<file path="config.mk">
export PLATFORM = sky130hd
export DESIGN_NAME = sense_regbank
export DESIGN_NICKNAME = d
export VERILOG_FILES = /design/src/rtl/sense_regbank_pkg.sv /design/src/rtl/sense_txn_track.sv /design/src/rtl/sense_meas_store.sv /design/src/rtl/sense_flag_unit.sv /design/src/rtl/sense_reg_read.sv /design/src/rtl/sense_regbank.sv
export SDC_FILE = /design/constraint.sdc
export NUM_CORES = 1
export LEC_CHECK = 0
export ABC_AREA = 1
export BUFFER_PORTS_ARGS = -buffer_cell sky130_fd_sc_hd__buf_2
export CORE_AREA = 3 3 94 141
export DETAILED_ROUTE_END_ITERATION = 6
export DIE_AREA = 0 0 97 144
export PLACE_DENSITY_LB_ADDON = 0.2
export SLEW_MARGIN = 5
export SYNTH_ARGS = -nofsm -noshare
export SYNTH_HDL_FRONTEND = slang
export SYNTH_SLANG_ARGS = --single-unit
</file>
<file path="constraint.sdc">
create_clock -name clk -period 4.11 [get_ports clk]
set_clock_uncertainty 0.15 [all_clocks]
set_input_delay 0.2055 -clock clk [delete_from_list [all_inputs] [get_ports clk]]
set_output_delay 0.2055 -clock clk [all_outputs]
set_load 0.005 [all_outputs]
</file>
<file path="src/rtl/sense_regbank_pkg.sv">
// sense_regbank_pkg
// Shared widths, register addresses and the measurement record type for
// the shadowed measurement register bank.
package sense_regbank_pkg;

    localparam int AXW  = 13;   // width of the first and second axis
    localparam int ZW   = 15;   // width of the third axis
    localparam int RW   = 14;   // width of the resistance word
    localparam int BW   = 8;    // host byte width

    localparam int AX_LO = AXW - BW;  // low-part bits of an axis
    localparam int Z_LO  = ZW - BW;
    localparam int R_LO  = RW - BW;

    localparam logic [BW-1:0] ADDR_AX0_LO = 8'h42;
    localparam logic [BW-1:0] ADDR_AX0_HI = 8'h43;
    localparam logic [BW-1:0] ADDR_AX1_LO = 8'h44;
    localparam logic [BW-1:0] ADDR_AX1_HI = 8'h45;
    localparam logic [BW-1:0] ADDR_AX2_LO = 8'h46;
    localparam logic [BW-1:0] ADDR_AX2_HI = 8'h47;
    localparam logic [BW-1:0] ADDR_RES_LO = 8'h48;
    localparam logic [BW-1:0] ADDR_RES_HI = 8'h49;
    localparam logic [BW-1:0] ADDR_STAT   = 8'h4A;
    localparam logic [BW-1:0] ADDR_CTRL   = 8'h4D;

    localparam int OVR_EN_BIT = 7;   // control byte: overrun enable
    localparam int OVR_BIT    = 7;   // status byte: overrun flag

    typedef struct packed {
        logic [AXW-1:0] ax0;
        logic [AXW-1:0] ax1;
        logic [ZW-1:0]  ax2;
        logic [RW-1:0]  res;
    } meas_t;

    // True for any byte of the measurement window.
    function automatic logic is_meas_addr(input logic [BW-1:0] a);
        return (a >= ADDR_AX0_LO) && (a <= ADDR_RES_HI);
    endfunction

endpackage

</file>
<file path="src/rtl/sense_txn_track.sv">
// sense_txn_track
// Follows one host transaction and reports whether it has read any
// measurement byte. Assumes host_end is a single-cycle pulse that is not
// raised in the same cycle as a read strobe.
module sense_txn_track
    import sense_regbank_pkg::*;
(
    input  logic          clk,
    input  logic          rst_n,
    input  logic          host_active,
    input  logic          host_end,
    input  logic          host_rd,
    input  logic [BW-1:0] host_addr,
    output logic          txn_read,
    output logic          blocked
);

    logic seen_q;
    logic rd_meas_now;

    // Detect a measurement-byte read in the current cycle.
    always_comb begin
        rd_meas_now = host_rd && host_active && is_meas_addr(host_addr);
        txn_read    = seen_q || rd_meas_now;
        blocked     = txn_read && !host_end;
    end

    // Remember a measurement-byte read until the transaction closes.
    always_ff @(posedge clk) begin
        if (!rst_n)              seen_q <= 1'b0;
        else if (host_end)       seen_q <= 1'b0;
        else if (rd_meas_now)    seen_q <= 1'b1;
    end

    assert_seen_clears_R6: assert property (@(posedge clk) disable iff (!rst_n)
        host_end |=> !seen_q);

    assert_seen_holds_R4: assert property (@(posedge clk) disable iff (!rst_n)
        (seen_q && !host_end) |=> seen_q);

endmodule

</file>
<file path="src/rtl/sense_meas_store.sv">
// sense_meas_store
// Holds the visible measurement and a single-entry shadow. A measurement
// goes straight to the visible copy unless blocked. A blocked one
// overwrites the shadow and is committed on the end pulse. A fresh
// measurement on the end pulse wins over the shadow.
module sense_meas_store
    import sense_regbank_pkg::*;
(
    input  logic  clk,
    input  logic  rst_n,
    input  logic  pkt_valid,
    input  meas_t pkt_in,
    input  logic  blocked,
    input  logic  host_end,
    output meas_t vis,
    output logic  upd
);

    meas_t vis_q, shadow_q;
    logic  pend_q;
    logic  direct, commit;

    // Decide whether the visible copy changes this cycle.
    always_comb begin
        direct = pkt_valid && !blocked;
        commit = host_end && pend_q;
        upd    = direct || commit;
        vis    = vis_q;
    end

    // Update every visible field together.
    always_ff @(posedge clk) begin
        if (!rst_n)       vis_q <= '0;
        else if (direct)  vis_q <= pkt_in;
        else if (commit)  vis_q <= shadow_q;
    end

    // Keep the newest blocked measurement and its pending mark.
    always_ff @(posedge clk) begin
        if (!rst_n) begin
            shadow_q <= '0;
            pend_q   <= 1'b0;
        end else if (pkt_valid && blocked) begin
            shadow_q <= pkt_in;
            pend_q   <= 1'b1;
        end else if (host_end) begin
            pend_q   <= 1'b0;
        end
    end

    assert_frozen_R4: assert property (@(posedge clk) disable iff (!rst_n)
        blocked |=> $stable(vis_q));

    assert_commit_R5: assert property (@(posedge clk) disable iff (!rst_n)
        (host_end && pend_q && !pkt_valid) |=> (vis_q == $past(shadow_q)));

    assert_newest_R9: assert property (@(posedge clk) disable iff (!rst_n)
        (pkt_valid && blocked) |=> (pend_q && shadow_q == $past(pkt_in)));

    assert_fresh_wins_R13: assert property (@(posedge clk) disable iff (!rst_n)
        (host_end && pkt_valid) |=> (vis_q == $past(pkt_in) && !pend_q));

endmodule

</file>
<file path="src/rtl/sense_flag_unit.sv">
// sense_flag_unit
// Holds data-ready, the overrun flag and the control byte. At the close
// of a transaction that read measurement data, data-ready is cleared
// before any update is applied, so a commit in that cycle sets it again.
module sense_flag_unit
    import sense_regbank_pkg::*;
(
    input  logic          clk,
    input  logic          rst_n,
    input  logic          upd,
    input  logic          txn_read,
    input  logic          host_end,
    input  logic          host_rd,
    input  logic          host_wr,
    input  logic [BW-1:0] host_addr,
    input  logic [BW-1:0] host_wdata,
    output logic          drdy,
    output logic          ovr,
    output logic [BW-1:0] ctrl
);

    logic          drdy_q, ovr_q;
    logic [BW-1:0] ctrl_q;
    logic          rd_clear, drdy_mid, ovr_set, stat_rd, ctrl_wr;

    // Order the end-of-read clear ahead of the update.
    always_comb begin
        rd_clear = host_end && txn_read;
        drdy_mid = rd_clear ? 1'b0 : drdy_q;
        ovr_set  = upd && ctrl_q[OVR_EN_BIT] && drdy_mid;
        stat_rd  = host_rd && (host_addr == ADDR_STAT);
        ctrl_wr  = host_wr && (host_addr == ADDR_CTRL);
        drdy     = drdy_q;
        ovr      = ovr_q;
        ctrl     = ctrl_q;
    end

    // Data-ready: set by update, cleared by a completed data read.
    always_ff @(posedge clk) begin
        if (!rst_n) drdy_q <= 1'b0;
        else        drdy_q <= upd ? 1'b1 : drdy_mid;
    end

    // Overrun flag: setting beats the status-read clear.
    always_ff @(posedge clk) begin
        if (!rst_n)       ovr_q <= 1'b0;
        else if (ovr_set) ovr_q <= 1'b1;
        else if (stat_rd) ovr_q <= 1'b0;
    end

    // Control byte: the only writable register.
    always_ff @(posedge clk) begin
        if (!rst_n)       ctrl_q <= '0;
        else if (ctrl_wr) ctrl_q <= host_wdata;
    end

    assert_drdy_set_R6: assert property (@(posedge clk) disable iff (!rst_n)
        upd |=> drdy_q);

    assert_drdy_clear_R6: assert property (@(posedge clk) disable iff (!rst_n)
        (host_end && txn_read && !upd) |=> !drdy_q);

    assert_ovr_set_R7: assert property (@(posedge clk) disable iff (!rst_n)
        (upd && ctrl_q[OVR_EN_BIT] && drdy_q && !host_end) |=> ovr_q);

    assert_ovr_off_R7: assert property (@(posedge clk) disable iff (!rst_n)
        (!ctrl_q[OVR_EN_BIT] && !ovr_q) |=> !ovr_q);

    assert_ovr_clear_R8: assert property (@(posedge clk) disable iff (!rst_n)
        (host_rd && host_addr == ADDR_STAT && !upd) |=> !ovr_q);

    assert_ctrl_only_R10: assert property (@(posedge clk) disable iff (!rst_n)
        !(host_wr && host_addr == ADDR_CTRL) |=> $stable(ctrl_q));

endmodule

</file>
<file path="src/rtl/sense_reg_read.sv">
// sense_reg_read
// Combinational read multiplexer. The low part of each value sits in the
// upper bits of its low byte, padded with zeros below it. Bit 0 of the
// resistance low byte carries data-ready. Unmapped addresses read 0.
module sense_reg_read
    import sense_regbank_pkg::*;
(
    input  meas_t         vis,
    input  logic          drdy,
    input  logic          ovr,
    input  logic [BW-1:0] ctrl,
    input  logic          host_rd,
    input  logic [BW-1:0] host_addr,
    output logic [BW-1:0] rdata
);

    logic [BW-1:0] ax0_lo, ax1_lo, ax2_lo, res_lo, stat_b;

    // Form the padded low bytes and the status byte.
    always_comb begin
        ax0_lo = {vis.ax0[AX_LO-1:0], {(BW-AX_LO){1'b0}}};
        ax1_lo = {vis.ax1[AX_LO-1:0], {(BW-AX_LO){1'b0}}};
        ax2_lo = {vis.ax2[Z_LO-1:0],  {(BW-Z_LO){1'b0}}};
        res_lo = {vis.res[R_LO-1:0],  {(BW-R_LO-1){1'b0}}, drdy};
        stat_b = '0;
        stat_b[OVR_BIT] = ovr;
    end

    // Select the addressed byte.
    always_comb begin
        rdata = '0;
        if (host_rd) begin
            unique case (host_addr)
                ADDR_AX0_LO: rdata = ax0_lo;
                ADDR_AX0_HI: rdata = vis.ax0[AXW-1:AX_LO];
                ADDR_AX1_LO: rdata = ax1_lo;
                ADDR_AX1_HI: rdata = vis.ax1[AXW-1:AX_LO];
                ADDR_AX2_LO: rdata = ax2_lo;
                ADDR_AX2_HI: rdata = vis.ax2[ZW-1:Z_LO];
                ADDR_RES_LO: rdata = res_lo;
                ADDR_RES_HI: rdata = vis.res[RW-1:R_LO];
                ADDR_STAT:   rdata = stat_b;
                ADDR_CTRL:   rdata = ctrl;
                default:     rdata = '0;
            endcase
        end
    end

    // Unmapped addresses must read as zero.
    always_comb begin
        if (host_rd && !is_meas_addr(host_addr) && host_addr != ADDR_STAT
            && host_addr != ADDR_CTRL)
            assert_unmapped_zero_R12: assert (rdata == '0);
    end

endmodule

</file>
<file path="src/rtl/sense_regbank.sv">
// sense_regbank
// Top of the shadowed measurement register bank. It joins the
// transaction tracker, the visible/shadow store, the flag unit and the
// read multiplexer. Assumes one host transaction at a time.
module sense_regbank
    import sense_regbank_pkg::*;
(
    input  logic           clk,
    input  logic           rst_n,
    input  logic           pkt_valid,
    input  logic [AXW-1:0] pkt_ax0,
    input  logic [AXW-1:0] pkt_ax1,
    input  logic [ZW-1:0]  pkt_ax2,
    input  logic [RW-1:0]  pkt_res,
    input  logic           host_active,
    input  logic           host_end,
    input  logic           host_rd,
    input  logic           host_wr,
    input  logic [BW-1:0]  host_addr,
    input  logic [BW-1:0]  host_wdata,
    output logic [BW-1:0]  host_rdata
);

    meas_t         pkt_in, vis;
    logic          txn_read, blocked, upd, drdy, ovr;
    logic [BW-1:0] ctrl;

    // Gather the incoming fields into one record.
    always_comb pkt_in = '{ax0: pkt_ax0, ax1: pkt_ax1, ax2: pkt_ax2, res: pkt_res};

    sense_txn_track u_txn (
        .clk(clk), .rst_n(rst_n), .host_active(host_active),
        .host_end(host_end), .host_rd(host_rd), .host_addr(host_addr),
        .txn_read(txn_read), .blocked(blocked)
    );

    sense_meas_store u_store (
        .clk(clk), .rst_n(rst_n), .pkt_valid(pkt_valid), .pkt_in(pkt_in),
        .blocked(blocked), .host_end(host_end), .vis(vis), .upd(upd)
    );

    sense_flag_unit u_flags (
        .clk(clk), .rst_n(rst_n), .upd(upd), .txn_read(txn_read),
        .host_end(host_end), .host_rd(host_rd), .host_wr(host_wr),
        .host_addr(host_addr), .host_wdata(host_wdata),
        .drdy(drdy), .ovr(ovr), .ctrl(ctrl)
    );

    sense_reg_read u_read (
        .vis(vis), .drdy(drdy), .ovr(ovr), .ctrl(ctrl),
        .host_rd(host_rd), .host_addr(host_addr), .rdata(host_rdata)
    );

endmodule

</file>
==> reports/qor.yml <==
insertion_delay_ps: 420
numCtsBuffers: 17
synth_common_cells: "229 x nand2_1, 124 x a21oi_1, 122 x dfxtp_1, 85 x inv_1, 82 x nand3_1"
wl_um: 16400
cp_cell_sequence: "buf_2, inv_1, nor2_2, nand2_2, clkinv_1, nand3_1, o21ai_0, nor2_1, nand3_1, nand2_1, inv_1, buf_2"
dpl_worst_slack_ps: 1560
synth_fp_nets: 966
start_kind: "input pin"
cp_max_fo: 26
cpLargestDelayFamily: "simple AND/OR/NAND/NOR gates"
slew_headroom_pct: 29.7
utilization_pct: 62.9
grt_pass1_wl_um: 26800
cts_resized: 0
layout_setup_ws_ps: 1550
routedWlPerCell_um: 14.1
htreeDepth: 4
worst_pin_slew_ps: 1060
ys_seq_elements: 122
postCtsHoldBufs: 63
crit_buf_inv: 5
drc_errors: 0
p_leak_nw: 3.19
yosysMostFrequentCell: "nand2_1"
vias: 5947
setup_viol: 0
arrival_ps: 2210
cts_tree: "done"
cts.clk_slew.worst_paths_ps: 50
yosysUniqueCellTypes: 23
num-nets-final: 1074
hold_end: "u_store.pend_q$_SDFFE_PN0P_"
status: "complete, no violations"
dieArea_mm2: 0.0140
grt_pass1_vias: 5487
vdd.ir_drop.worst_v: 0.000252
hold_violations: 0
synthArstFlopShare_pct: 0
place_congestion: 0.884
r2r-end: "u_store.vis[35]$_SDFFE_PN0P_"
row_count: 49
worstReg2RegStart: "u_txn.seen_q$_SDFFE_PP0P_"
drt_iter0_drc: 321
power.density_mw_per_mm2: 389
ys_warn_count: 0
hold_path_startpoint: "host_end"
min_period_ps: 2560
grt_remaining_overflow: 0
setup_tns_ps: 0
slew_viol_final: 0
antenna_cells: 0
hold_path_class: "input pin to flip-flop"
max_cap_viol_count: 0
ctsRootBufferMaster: "clkbuf_16"
grt_use_total_pct: 23.8
period_share_pct: 62.3
hold_depth: 4
ant_nets: 0
rsz0062_at_grt: "no"
syn_to_final_growth_pct: 25.2
synth_edf_count: 0
clock_sinks: 122
coreArea_mm2: 0.0121
crit_required_ps: 3750
fmax_ghz: 0.390
syn_inst: 888
grt_max_degree: 112
placed_area_mm2: 0.00639
synth_largest_area_cell: "dfxtp_1"
yosysSeqAreaShare_pct: 40.2
viasPerCell: 5.12
synth_top_area_share_pct: 40.2
crit_type: "input pin to output port"
synth_area_leaders: "dfxtp_1 40%, nand2_1 14%, a21oi_1 10%"
cts_buffer_depth: 2
fp.dieH_um: 144
syn-mean-instance-area_um2: 6.84
pin_count: 86
place_hpwl_um: 10100
ff2ff_path_depth: 7
dr.pass1.iters: 4
syn_area_mm2: 0.00607
die_x_um: 97
slowest_stage: "clkinv_1"
antenna_found_initial: 0
r2r_setup_slack_ps: 1960
final_area_mm2: 0.00760
critPathMaxStageDelay_ps: 570
cts_setup_buffers: 0
dominantRegCellSynth: "dfxtp_1"
port-buffer-count: 85
start_util_pct: 50.3
cp-end-kind: "output port"
layout-drive-gt1-share_pct: 13.5
[cell usage in the layout (no fill, tap or decap), drive strengths merged]
cell type,instances
o21ai,73
nor2,29
clkbuf,26
bufinv,1
nor3,4
clkinv,4
a21oi,124
nand4,1
dlygate4sd3,63
clkinvlp,2
nand3b,60
nand2,233
buf,90
and3,1
inv,88
dfxtp,122
nand3,88
[registers in the layout, indices dropped and copies added, names as in the netlist]
signal,flops
u_store.shadow_q,55
u_store.pend_q,1
u_flags.ctrl,8
u_flags.ovr,1
u_txn.seen_q,1
u_flags.drdy,1
u_store.vis,55
[per-stage QoR]
stage          hold WS, ps  power (mW)  instances
4_1_cts               21.7        2.99       1162
6_report              32.3        2.96       1162
5_1_grt               75.2        3.07       1162
2_1_floorplan          246        1.42        888
3_5_place_dp           287        1.49       1067
3_3_place_gp           283        1.49       1067
[layout make-up]
type	count	area (um2)
fillers	1143	4480
multi-input cells	613	2960
flip-flops and latches	122	2440
repair buffers	153	1090
clock buffers	26	519
inverters	89	334
well taps	153	191
clock inverters	6	60.1
[cells by family after synthesis]
family | share of synthesized area, %
buf+inv | 11.4
simple gates | 32.2
flops | 40.2
compound gates | 16.2
[power breakdown]
| part | total (mW) | switching, mW | internal, mW |
|---|---|---|---|
| clock network | 1.45 | 0.521 | 0.925 |
| logic | 0.262 | 0.136 | 0.126 |
| registers | 1.25 | 0.0261 | 1.22 |
| total | 2.96 | 0.683 | 2.28 |
[worst max-delay path by stage]
stage / end / cells after the start / start / slack [ps]
6_report: host_rdata[2] / 12 / host_addr[6] / 1550
5_1_grt: host_rdata[7] / 12 / host_addr[6] / 1320
4_1_cts: host_rdata[4] / 12 / host_addr[6] / 1570
3_5_place_dp: host_rdata[4] / 12 / host_addr[6] / 1560
3_3_place_gp: host_rdata[2] / 12 / host_addr[6] / 1590
2_1_floorplan: host_rdata[3] / 8 / host_addr[5] / 2540
[worst min-delay path, stage by stage]
cell and delay, ps:
buf_2 110, inv_1 90, nand2_1 70, a21oi_1 60
[metal layers]
metal	track usage (%)	up-vias	share of wire (%)	routed length [um]
li1	-	3102	-	-
met2	41.9	130	51	8290
met4	9.91	0	2.3	371
met5	0	-	0	0
met3	4.39	31	3.7	605
met1	28.5	2684	43	7110
(Power assumes the default switching activity.)
